**src/rtl/isc_pkg.sv**
```systemverilog
package isc_pkg;
   localparam int PAIRS = 4;

   typedef enum logic [1:0] {
      PR_NORM  = 2'd0,
      PR_CRIT  = 2'd1,
      PR_GUEST = 2'd2,
      PR_MCHK  = 2'd3
   } pair_e;

   typedef enum logic [2:0] {
      SRC_NONE = 3'd0,
      SRC_MCHK = 3'd1,
      SRC_CRIT = 3'd2,
      SRC_DBG  = 3'd3,
      SRC_NC   = 3'd4,
      SRC_FP   = 3'd5
   } src_e;
endpackage

```
**src/rtl/isc_arbiter.sv**
```systemverilog
module isc_arbiter
   import isc_pkg::*;
#(
   parameter bit GUEST_EN = 1'b1
) (
   input  logic  req_mc,
   input  logic  req_crit,
   input  logic  dbg_pend,
   input  logic  req_nc,
   input  logic  req_guest,
   input  logic  fp_pend,
   output logic  take,
   output pair_e pair,
   output src_e  src
);
   logic guest_route;

   generate
      if (GUEST_EN) begin : g_guest
         assign guest_route = req_guest;
      end else begin : g_noguest
         assign guest_route = 1'b0;
      end
   endgenerate

   always_comb begin
      take = 1'b1;
      pair = PR_NORM;
      src  = SRC_NONE;
      if (req_mc) begin
         pair = PR_MCHK;
         src  = SRC_MCHK;
      end else if (req_crit) begin
         pair = PR_CRIT;
         src  = SRC_CRIT;
      end else if (dbg_pend) begin
         pair = PR_CRIT;
         src  = SRC_DBG;
      end else if (req_nc) begin
         pair = guest_route ? PR_GUEST : PR_NORM;
         src  = SRC_NC;
      end else if (fp_pend) begin
         pair = PR_NORM;
         src  = SRC_FP;
      end else begin
         take = 1'b0;
      end
   end
endmodule

```
**src/rtl/isc_delay_trig.sv**
```systemverilog
module isc_delay_trig #(
   parameter int AW = 32
) (
   input  logic          clk,
   input  logic          rst_n,
   input  logic          arm,
   input  logic [AW-1:0] arm_addr,
   input  logic          consume,
   output logic          pend_o,
   output logic [AW-1:0] addr_o
);
   logic          pend_q;
   logic [AW-1:0] addr_q;

   always_ff @(posedge clk or negedge rst_n) begin
      if (!rst_n) begin
         pend_q <= 1'b0;
         addr_q <= '0;
      end else if (consume) begin
         pend_q <= 1'b0;
      end else if (arm && !pend_q) begin
         pend_q <= 1'b1;
         addr_q <= arm_addr;
      end
   end

   assign pend_o = pend_q;
   assign addr_o = addr_q;

   // a pending trigger keeps its address until it is taken
   assert_pend_hold_R7: assert property (@(posedge clk) disable iff (!rst_n)
      (pend_q && !consume) |=> (pend_q && $stable(addr_q)));
endmodule

```
**src/rtl/isc_pair_bank.sv**
```systemverilog
module isc_pair_bank
   import isc_pkg::*;
#(
   parameter int AW = 32,
   parameter int MW = 32
) (
   input  logic                       clk,
   input  logic                       rst_n,
   input  logic                       we,
   input  pair_e                      widx,
   input  logic [AW-1:0]              wpc,
   input  logic [MW-1:0]              wstate,
   input  pair_e                      ridx,
   output logic [AW-1:0]              rpc,
   output logic [MW-1:0]              rstate,
   output logic [PAIRS-1:0][AW-1:0]   all_pc,
   output logic [PAIRS-1:0][MW-1:0]   all_state
);
   generate
      for (genvar i = 0; i < PAIRS; i++) begin : g_pair
         logic [AW-1:0] pc_q;
         logic [MW-1:0] st_q;
         always_ff @(posedge clk or negedge rst_n) begin
            if (!rst_n) begin
               pc_q <= '0;
               st_q <= '0;
            end else if (we && (widx == pair_e'(i))) begin
               pc_q <= wpc;
               st_q <= wstate;
            end
         end
         assign all_pc[i]    = pc_q;
         assign all_state[i] = st_q;
      end
   endgenerate

   assign rpc    = all_pc[ridx];
   assign rstate = all_state[ridx];

   // a write reaches the addressed pair on the next edge
   assert_write_lands_R1: assert property (@(posedge clk) disable iff (!rst_n)
      we |=> (all_pc[$past(widx)] == $past(wpc)) && (all_state[$past(widx)] == $past(wstate)));
endmodule

```
**src/rtl/irq_state_capture.sv**
```systemverilog
module irq_state_capture
   import isc_pkg::*;
#(
   parameter int            AW       = 32,
   parameter int            MW       = 32,
   parameter int            DW       = 4,
   parameter int            DE_BIT   = 9,
   parameter int            FE0_BIT  = 11,
   parameter int            FE1_BIT  = 8,
   parameter bit            GUEST_EN = 1'b1,
   parameter logic [MW-1:0] MC_CLR   = MW'(32'h0000_9200),
   parameter logic [MW-1:0] CRIT_CLR = MW'(32'h0000_8200),
   parameter logic [MW-1:0] NC_CLR   = MW'(32'h0000_8000)
) (
   input  logic                      clk,
   input  logic                      rst_n,
   input  logic                      req_mc,
   input  logic                      req_crit,
   input  logic                      req_nc,
   input  logic                      req_guest,
   input  logic [AW-1:0]             resume_pc,
   input  logic [AW-1:0]             seq_pc,
   input  logic                      wr_state_v,
   input  logic [MW-1:0]             wr_state,
   input  logic                      ret_v,
   input  logic [1:0]                ret_kind,
   input  logic [DW-1:0]             dbg_evt,
   input  logic [DW-1:0]             dbg_clr,
   input  logic                      fp_exc_pend,
   output logic [MW-1:0]             state_o,
   output logic                      fp_precise_o,
   output logic                      ret_done_o,
   output logic [AW-1:0]             ret_pc_o,
   output logic [DW-1:0]             dbg_status_o,
   output logic [3:0][AW-1:0]        pair_pc_o,
   output logic [3:0][MW-1:0]        pair_state_o
);
   localparam int FEW = 2;

   generate
      if (DE_BIT >= MW || FE0_BIT >= MW || FE1_BIT >= MW) begin : g_bad_bit
         $error("state bit position outside the state word");
      end
      if (DE_BIT == FE0_BIT || DE_BIT == FE1_BIT || FE0_BIT == FE1_BIT) begin : g_bad_dup
         $error("state bit positions must be distinct");
      end
      if (AW < 2 || DW < 1) begin : g_bad_width
         $error("address or status width too small");
      end
   endgenerate

   logic [MW-1:0] state_q;
   logic [DW-1:0] dbsr_q;

   logic          take;
   pair_e         win_pair;
   src_e          win_src;
   logic          dbg_pend, fp_pend;
   logic [AW-1:0] dbg_addr, fp_addr;
   logic [AW-1:0] rd_pc;
   logic [MW-1:0] rd_state;

   isc_arbiter #(.GUEST_EN(GUEST_EN)) u_arb (
      .req_mc(req_mc), .req_crit(req_crit), .dbg_pend(dbg_pend),
      .req_nc(req_nc), .req_guest(req_guest), .fp_pend(fp_pend),
      .take(take), .pair(win_pair), .src(win_src)
   );

   // return and state-write acceptance
   logic          ret_ok, wr_ok, upd;
   logic [MW-1:0] new_state;
   logic [AW-1:0] upd_addr;
   logic [FEW-1:0] fe_old, fe_new;
   logic          dbg_arm, fp_arm;

   assign ret_ok    = ret_v && !take;
   assign wr_ok     = wr_state_v && !take && !ret_v;
   assign upd       = ret_ok || wr_ok;
   assign new_state = ret_ok ? rd_state : wr_state;
   assign upd_addr  = ret_ok ? rd_pc : seq_pc;
   assign fe_old    = {state_q[FE0_BIT], state_q[FE1_BIT]};
   assign fe_new    = {new_state[FE0_BIT], new_state[FE1_BIT]};
   assign dbg_arm   = upd && new_state[DE_BIT] && !state_q[DE_BIT] && (|dbsr_q);
   assign fp_arm    = upd && fp_exc_pend && (fe_new != fe_old) && (fe_new != '0);

   isc_delay_trig #(.AW(AW)) u_dbg_trig (
      .clk(clk), .rst_n(rst_n), .arm(dbg_arm), .arm_addr(upd_addr),
      .consume(take && (win_src == SRC_DBG)), .pend_o(dbg_pend), .addr_o(dbg_addr)
   );

   isc_delay_trig #(.AW(AW)) u_fp_trig (
      .clk(clk), .rst_n(rst_n), .arm(fp_arm), .arm_addr(upd_addr),
      .consume(take && (win_src == SRC_FP)), .pend_o(fp_pend), .addr_o(fp_addr)
   );

   // save address and clear mask for the winner
   logic [AW-1:0] save_pc;
   logic [MW-1:0] clr_mask;

   always_comb begin
      save_pc  = resume_pc;
      clr_mask = NC_CLR;
      unique case (win_src)
         SRC_MCHK: clr_mask = MC_CLR;
         SRC_CRIT: clr_mask = CRIT_CLR;
         SRC_DBG:  begin clr_mask = CRIT_CLR; save_pc = dbg_addr; end
         SRC_FP:   save_pc = fp_addr;
         default:  clr_mask = NC_CLR;
      endcase
   end

   isc_pair_bank #(.AW(AW), .MW(MW)) u_bank (
      .clk(clk), .rst_n(rst_n), .we(take), .widx(win_pair),
      .wpc(save_pc), .wstate(state_q), .ridx(pair_e'(ret_kind)),
      .rpc(rd_pc), .rstate(rd_state), .all_pc(pair_pc_o), .all_state(pair_state_o)
   );

   always_ff @(posedge clk or negedge rst_n) begin
      if (!rst_n) begin
         state_q <= '0;
         dbsr_q  <= '0;
      end else begin
         dbsr_q <= (dbsr_q & ~dbg_clr) | dbg_evt;
         if (take)
            state_q <= state_q & ~clr_mask;
         else if (upd)
            state_q <= new_state;
      end
   end

   assign state_o      = state_q;
   assign fp_precise_o = (fe_old == '0);
   assign ret_done_o   = ret_ok;
   assign ret_pc_o     = rd_pc;
   assign dbg_status_o = dbsr_q;

   // machine check saves resume_pc into its own pair
   assert_mc_capture_R3: assert property (@(posedge clk) disable iff (!rst_n)
      req_mc |=> (pair_pc_o[3] == $past(resume_pc)));

   // a critical win leaves the noncritical pair untouched
   assert_nc_kept_R1: assert property (@(posedge clk) disable iff (!rst_n)
      (req_crit && !req_mc) |=> $stable(pair_pc_o[0]) && $stable(pair_state_o[0]));

   // machine check wins over critical and noncritical
   assert_mc_wins_R4: assert property (@(posedge clk) disable iff (!rst_n)
      (req_mc && (req_crit || req_nc)) |=> $stable(pair_pc_o[1]) && $stable(pair_pc_o[0]));

   // without a clear no status bit drops
   assert_dbsr_sticky_R6: assert property (@(posedge clk) disable iff (!rst_n)
      (dbg_clr == '0) |=> (($past(dbsr_q) & ~dbsr_q) == '0));
endmodule

```
**config.mk**
```make
export PLATFORM = sky130hd
export DESIGN_NAME = irq_state_capture
export DESIGN_NICKNAME = d
export VERILOG_FILES = /design/src/rtl/isc_pkg.sv /design/src/rtl/isc_arbiter.sv /design/src/rtl/isc_delay_trig.sv /design/src/rtl/isc_pair_bank.sv /design/src/rtl/irq_state_capture.sv
export SDC_FILE = /design/constraint.sdc
export NUM_CORES = 1
export LEC_CHECK = 0
export ABC_AREA = 1
export BUFFER_PORTS_ARGS = -buffer_cell sky130_fd_sc_hd__buf_2
export CORE_ASPECT_RATIO = 0.8
export CORE_MARGIN = 4
export CORE_UTILIZATION = 57
export CTS_CLUSTER_SIZE = 12
export DETAILED_ROUTE_END_ITERATION = 8
export PLACE_DENSITY_LB_ADDON = 0.1
export SLEW_MARGIN = 0
export SYNTH_ARGS = -nofsm -noshare
export SYNTH_HDL_FRONTEND = slang
export SYNTH_SLANG_ARGS = --single-unit
```
**constraint.sdc**
```tcl
create_clock -name clk -period 2.6 [get_ports clk]
set_input_delay 0.52 -clock clk [delete_from_list [all_inputs] [get_ports clk]]
set_output_delay 0.52 -clock clk [all_outputs]
set_load 0.1 [all_outputs]
```
======== Word-level counts from Yosys, hierarchy flattened ========
Index checks and enable logic that the tools add are counted.
operators by class
  $lt $le $gt $ge ......................... 1
  equal/unequal tests ..................... 8
  multiplexer cells ....................... 29
  bitwise operators ....................... 7
  reduce and logical (&&, ||, !) cells .... 33
operators with widths
  cell                                                count
  2-to-1 mux 32 bit                                   6
  binary-select mux 32 bit (select 2 bit)             2
  case mux 32 bit (2 select lines)                    1
  AND 32 bit                                          1
  inverter 32 bit                                     1
  case mux 13 bit (2 select lines)                    1
  logical AND 1 bit                                   17
  2-to-1 mux 3 bit                                    5
  2-to-1 mux 2 bit                                    5
  2-to-1 mux 1 bit                                    9
  nonzero test 2 bit                                  4
  == test 3 x 2 -> 1 bit, second input constant       2
  logical NOT 1 bit                                   5
  AND 4 bit                                           1
  == test 2 bit, second input constant                2
  logical NOT 2 bit                                   2
  inverter 4 bit                                      1
  bitwise OR 4 bit                                    1
  AND reduction 2 bit                                 2
  OR reduction 4 bit                                  1
  == test 3 x 1 -> 1 bit, second input constant       1
  == test 3 bit, second input constant                1
  < comparator 2 x 3 -> 1 bit, second input constant  1
  == test 2 x 1 -> 1 bit, second input constant       1
  other kinds (4)                                     5
word-level totals
  register bits ........................... 358
  bits of input ports ..................... 115

======== Depth between registers and ports, before layout ========
  word-level depth ........................ 15
  gate-level depth with buffers ........... 13
  gate-level depth less buffers ........... 12

======== Modules after synthesis ========
Synthesis repeated with hierarchy kept, for this count alone.
unflattened totals
  cells, all modules ...................... 2641
  area, all modules ....................... 19020.7 um^2
by module, submodules not included
  module             times used  cells an instance  area each (um^2)  seq. area each (um^2)
  isc_pair_bank      1           1867               13309.0           6406.1
  irq_state_capture  1           472                2986.6            900.9
  isc_delay_trig     2           143                1327.5            825.8
  isc_arbiter        1           16                 70.1              0.0

======== Worst setup path before layout ========
Ideal clock, no wire load.
  path type ............................... input to register
  from .................................... in ret_kind[1]
  to ...................................... reg u_fp_trig.addr_q[22] (netlist: u_fp_trig.addr_o[22])
  library setup time ...................... 65 ps
  arrival time ............................ 3202 ps
  setup slack ............................. -667 ps
  stages on the path ...................... 8
  path buffers ............................ 2
  path through ............................ inv_1 > clkbuf_1 > clkbuf_1 > o21ai_0 > o22ai_1 > o21bai_1 > nand3b_1 > nand2_1
between the ends
  elaborated cells between the ends (all ways) .. 12
  classes of those cells .................. 1 x eq/ne; 6 x mux; 5 x reduce/logical
RTL lines
  item                                     line                     RTL
  start, declared                          irq_state_capture.sv:26  input logic [1:0] ret_kind,
  binary-select mux 32 bit (select 2 bit)  isc_pair_bank.sv:37      assign rpc = all_pc[ridx];
  2-to-1 mux 32 bit (implied by the code)  isc_pair_bank.sv:37
  named net ret_pc_o[22]                   irq_state_capture.sv:33  output logic [AW-1:0] ret_pc_o,
  2-to-1 mux 32 bit                        irq_state_capture.sv:80  assign upd_addr = ret_ok ? rd_pc : seq_pc;
  end signal, assigned                     isc_delay_trig.sv:23     addr_q <= arm_addr;
  end, declared                            isc_delay_trig.sv:13     logic [AW-1:0] addr_q;
The timed path passes the listed nets, and every way through them passes these cells. The select of a mux whose other input is x is not followed.
A chain may end at the register's enable or synchronous reset.

======== Final worst setup path ========
  from .................................... reg u_dbg_trig.pend_q (netlist: u_dbg_trig.pend_o)
  to ...................................... out ret_done_o
between the ends
  word-level cells in the longest chain between the ends .. 5
ends and longest elaborated chain
  item                    line                     RTL
  start, declared         isc_delay_trig.sv:12     logic pend_q;
  start signal, assigned  isc_delay_trig.sv:17     pend_q <= 1'b0;
  start signal, assigned  isc_delay_trig.sv:20     pend_q <= 1'b0;
  start signal, assigned  isc_delay_trig.sv:22     pend_q <= 1'b1;
  2-to-1 mux 1 bit        isc_arbiter.sv:36        end else if (dbg_pend) begin
  2-to-1 mux 1 bit        isc_arbiter.sv:33        end else if (req_crit) begin
  2-to-1 mux 1 bit        isc_arbiter.sv:30        if (req_mc) begin
  logical NOT 1 bit       irq_state_capture.sv:76  assign ret_ok = ret_v && !take;
  logical AND 1 bit       irq_state_capture.sv:76
  end, declared           irq_state_capture.sv:32  output logic ret_done_o,
Every way passes these cells.

==> results.json <==
{
  "cp-end-kind": "output pin",
  "drt_pre_antenna_iters": 6,
  "fin_nets": 2549,
  "fillers": 2152,
  "outcome": "finished, final reports clean",
  "tightest_slew_ns": 0.7740,
  "clock_latency_ns": 0.52,
  "postSynthCellCount": 2040,
  "cts_tree": "yes",
  "grt_use_met3_pct": 7.928,
  "yosysWarningCount": 0,
  "r2r-end": "u_fp_trig.addr_o[13]",
  "crit_start": "u_dbg_trig.pend_o",
  "clock_skew_ns": 0.009177,
  "setup_viol": 0,
  "cp_cell_sequence": "nor2_4, nand3_2, nor2_4, buf_12, buf_12",
  "avgSynthCellArea_um2": 8.101,
  "area_growth_pct": 27.85,
  "drive_gt1_share_pct": 24.76,
  "fmax_ghz": 0.4029,
  "die_x_um": 198.4,
  "syn-num-nets": 2155,
  "start_util_pct": 58.15,
  "rsz0062_at_grt": "false",
  "h-tree-depth": 2,
  "antenna_found_initial": 15,
  "rrSetupSlack_ns": 0.34,
  "timing.final.crit_share_pct": 95.46,
  "tns_ns": 0,
  "hold_violations": 0,
  "portBuffers": 440,
  "hold_start": "dbg_clr[2]",
  "netlist_area_um2": 16530,
  "layout_common_cells": "nand2_1, buf_2, dfrtp_1",
  "overflow": 0,
  "cts_buffer_depth": 3,
  "relSlewSlack_pct": 48.40,
  "gr-usage-all-layers_pct": 35.52,
  "yosysSeqAreaShare_pct": 54.21,
  "grt_pass1_vias": 16330,
  "clk_pin_slew_ns": 0.06,
  "startpoint_type": "flip-flop",
  "max_stage_delay_ns": 0.41,
  "final_common_cell": "nand2_1",
  "row_count": 55,
  "period_needed_ns": 2.482,
  "grt.met2_usage_pct": 55.30,
  "core_area_um2": 28420,
  "regArea_um2": 8959,
  "drc": 0,
  "grt_first_pass_wirelength_um": 90410,
  "ant_nets": 0,
  "vias_per_cell": 5.950,
  "grt_max_degree": 89,
  "post_drt_wl_per_cell_um": 20.50,
  "cp.arrival_ns": 1.96,
  "die_h_um": 160.3,
  "multi_input_area_um2": 6858,
  "critPathKind": "flip-flop to output pin",
  "max_cap_violations": 0,
  "hold_path_depth": 2,
  "min_to": "dbg_status_o[2]",
  "grt_busiest_layer": "met2",
  "dp_hpwl_um": 38690,
  "first_iter_violations": 1666,
  "cp_data_required_time_ns": 2.08,
  "ys_ff_latch": 358,
  "r2r_cells": 11,
  "critical-path-slowest-cell": "dfrtp_1",
  "synthDistinctLibCells": 30,
  "r2r-start": "u_dbg_trig.pend_o",
  "gp_congestion": 0.8958,
  "clock_sinks": 358,
  "dr_total_vias": 16850,
  "hold_path_class": "input pin to flip-flop",
  "slew_violations": 0,
  "cts_resized": 0,
  "die_area_um2": 31800,
  "cts_buffers": 38,
  "clock-root-buffer": "clkbuf_16",
  "io_pins": 441,
  "path_max_fanout": 27,
  "met1_usage_pct": 49.05,
  "wl_um": 58070
}
[registers in the layout, indices dropped and copies added, names as in the netlist]
signal              flops
dbg_status_o            4
state_o                32
u_bank.g_pair.pc_q    128
u_bank.g_pair.st_q    128
u_dbg_trig.addr_o      32
u_dbg_trig.pend_o       1
u_fp_trig.addr_o       32
u_fp_trig.pend_o        1
[synth_stat cells, drive strengths merged]
cell type / n / area [um^2]
nand3: 83 / 425.4
clkbuf: 93 / 349.1
nand3b: 26 / 195.2
o21bai: 30 / 225.2
dfrtp: 358 / 8959
o221ai: 27 / 236.5
nand4: 8 / 56.30
buf: 48 / 270.3
inv: 87 / 326.6
o211ai: 27 / 202.7
a21oi: 5 / 25.02
o22ai: 34 / 212.7
nand2: 741 / 2794
nor3: 1 / 10.01
o21ai: 311 / 1579
nor2: 161 / 659.4
[metrics by stage]
stage / hold WS [ns] / instance area, um^2 / util (%) / instances / worst slack, ns
3_5_place_dp: 0.4606 / 19890 / 69.99 / 2760 / 0.1300
5_1_grt: 0.1898 / 21120 / 74.33 / 2830 / 0.03939
4_1_cts: 0.1723 / 21090 / 74.20 / 2820 / 0.008541
2_1_floorplan: 0.2244 / 16730 / - / 2040 / 0.01625
6_report: 0.1827 / 21130 / 74.34 / 2832 / 0.1181
3_3_place_gp: 0.4545 / 19890 / 69.99 / 2760 / 0.2369
[repair_timing]
action                     4_1_cts  5_1_grt
hold buffers                     1        0
hold endpoints to repair        55        0
buffers inserted                 0        2
gates cloned                     1        0
pin swaps                        0        1
setup endpoints to repair        1        1
[logic make-up (layout without fill, tap and decap cells)]
group	Yosys count	count (layout)	share of synthesized area, %
buffers and inverters	228	640	5.724
other	0	10	0
flip-flops	358	358	54.21
AO/OA/AOI/OAI	434	434	15.01
AND/OR/NAND/NOR	1020	1020	25.05
[worst max-delay path: cells and delay by family (launching register included)]
kind	cells	cell delay, ns
buf+inv	2	0.46
flops	1	0.41
simple gates	3	0.56
[cell type report]
type,instances,share of cell area (%)
clock buffer,51,5.164
tap,370,2.191
sequential,358,42.40
timing repair buffer,495,15.80
inverter,87,1.569
multi-input combinational,1454,32.46
clock inverter,7,0.3020
antenna,10,0.1184
[metal layers]
metal	wire length [um]	part of all wire, %	vias up
met5	52	0.090	-
met4	2332	4.0	12
met3	6196	11	212
met2	26650	46	1044
met1	22830	39	8126
li1	-	-	7455
[worst max-delay path by stage]
| stage | endpoint | slack (ns) | cells after the start |
|---|---|---|---|
| 2_1_floorplan | ret_pc_o[10] | 0.02 | 5 |
| 3_3_place_gp | u_dbg_trig.addr_o[22] | 0.24 | 11 |
| 3_5_place_dp | u_dbg_trig.addr_o[29] | 0.13 | 11 |
| 4_1_cts | ret_done_o | 0.009 | 5 |
| 5_1_grt | ret_done_o | 0.04 | 5 |
| 6_report | ret_done_o | 0.12 | 5 |
Power is left out: the tool's default activity adds up to more than one toggle a clock period on the data nets, which glitch-free logic cannot reach.
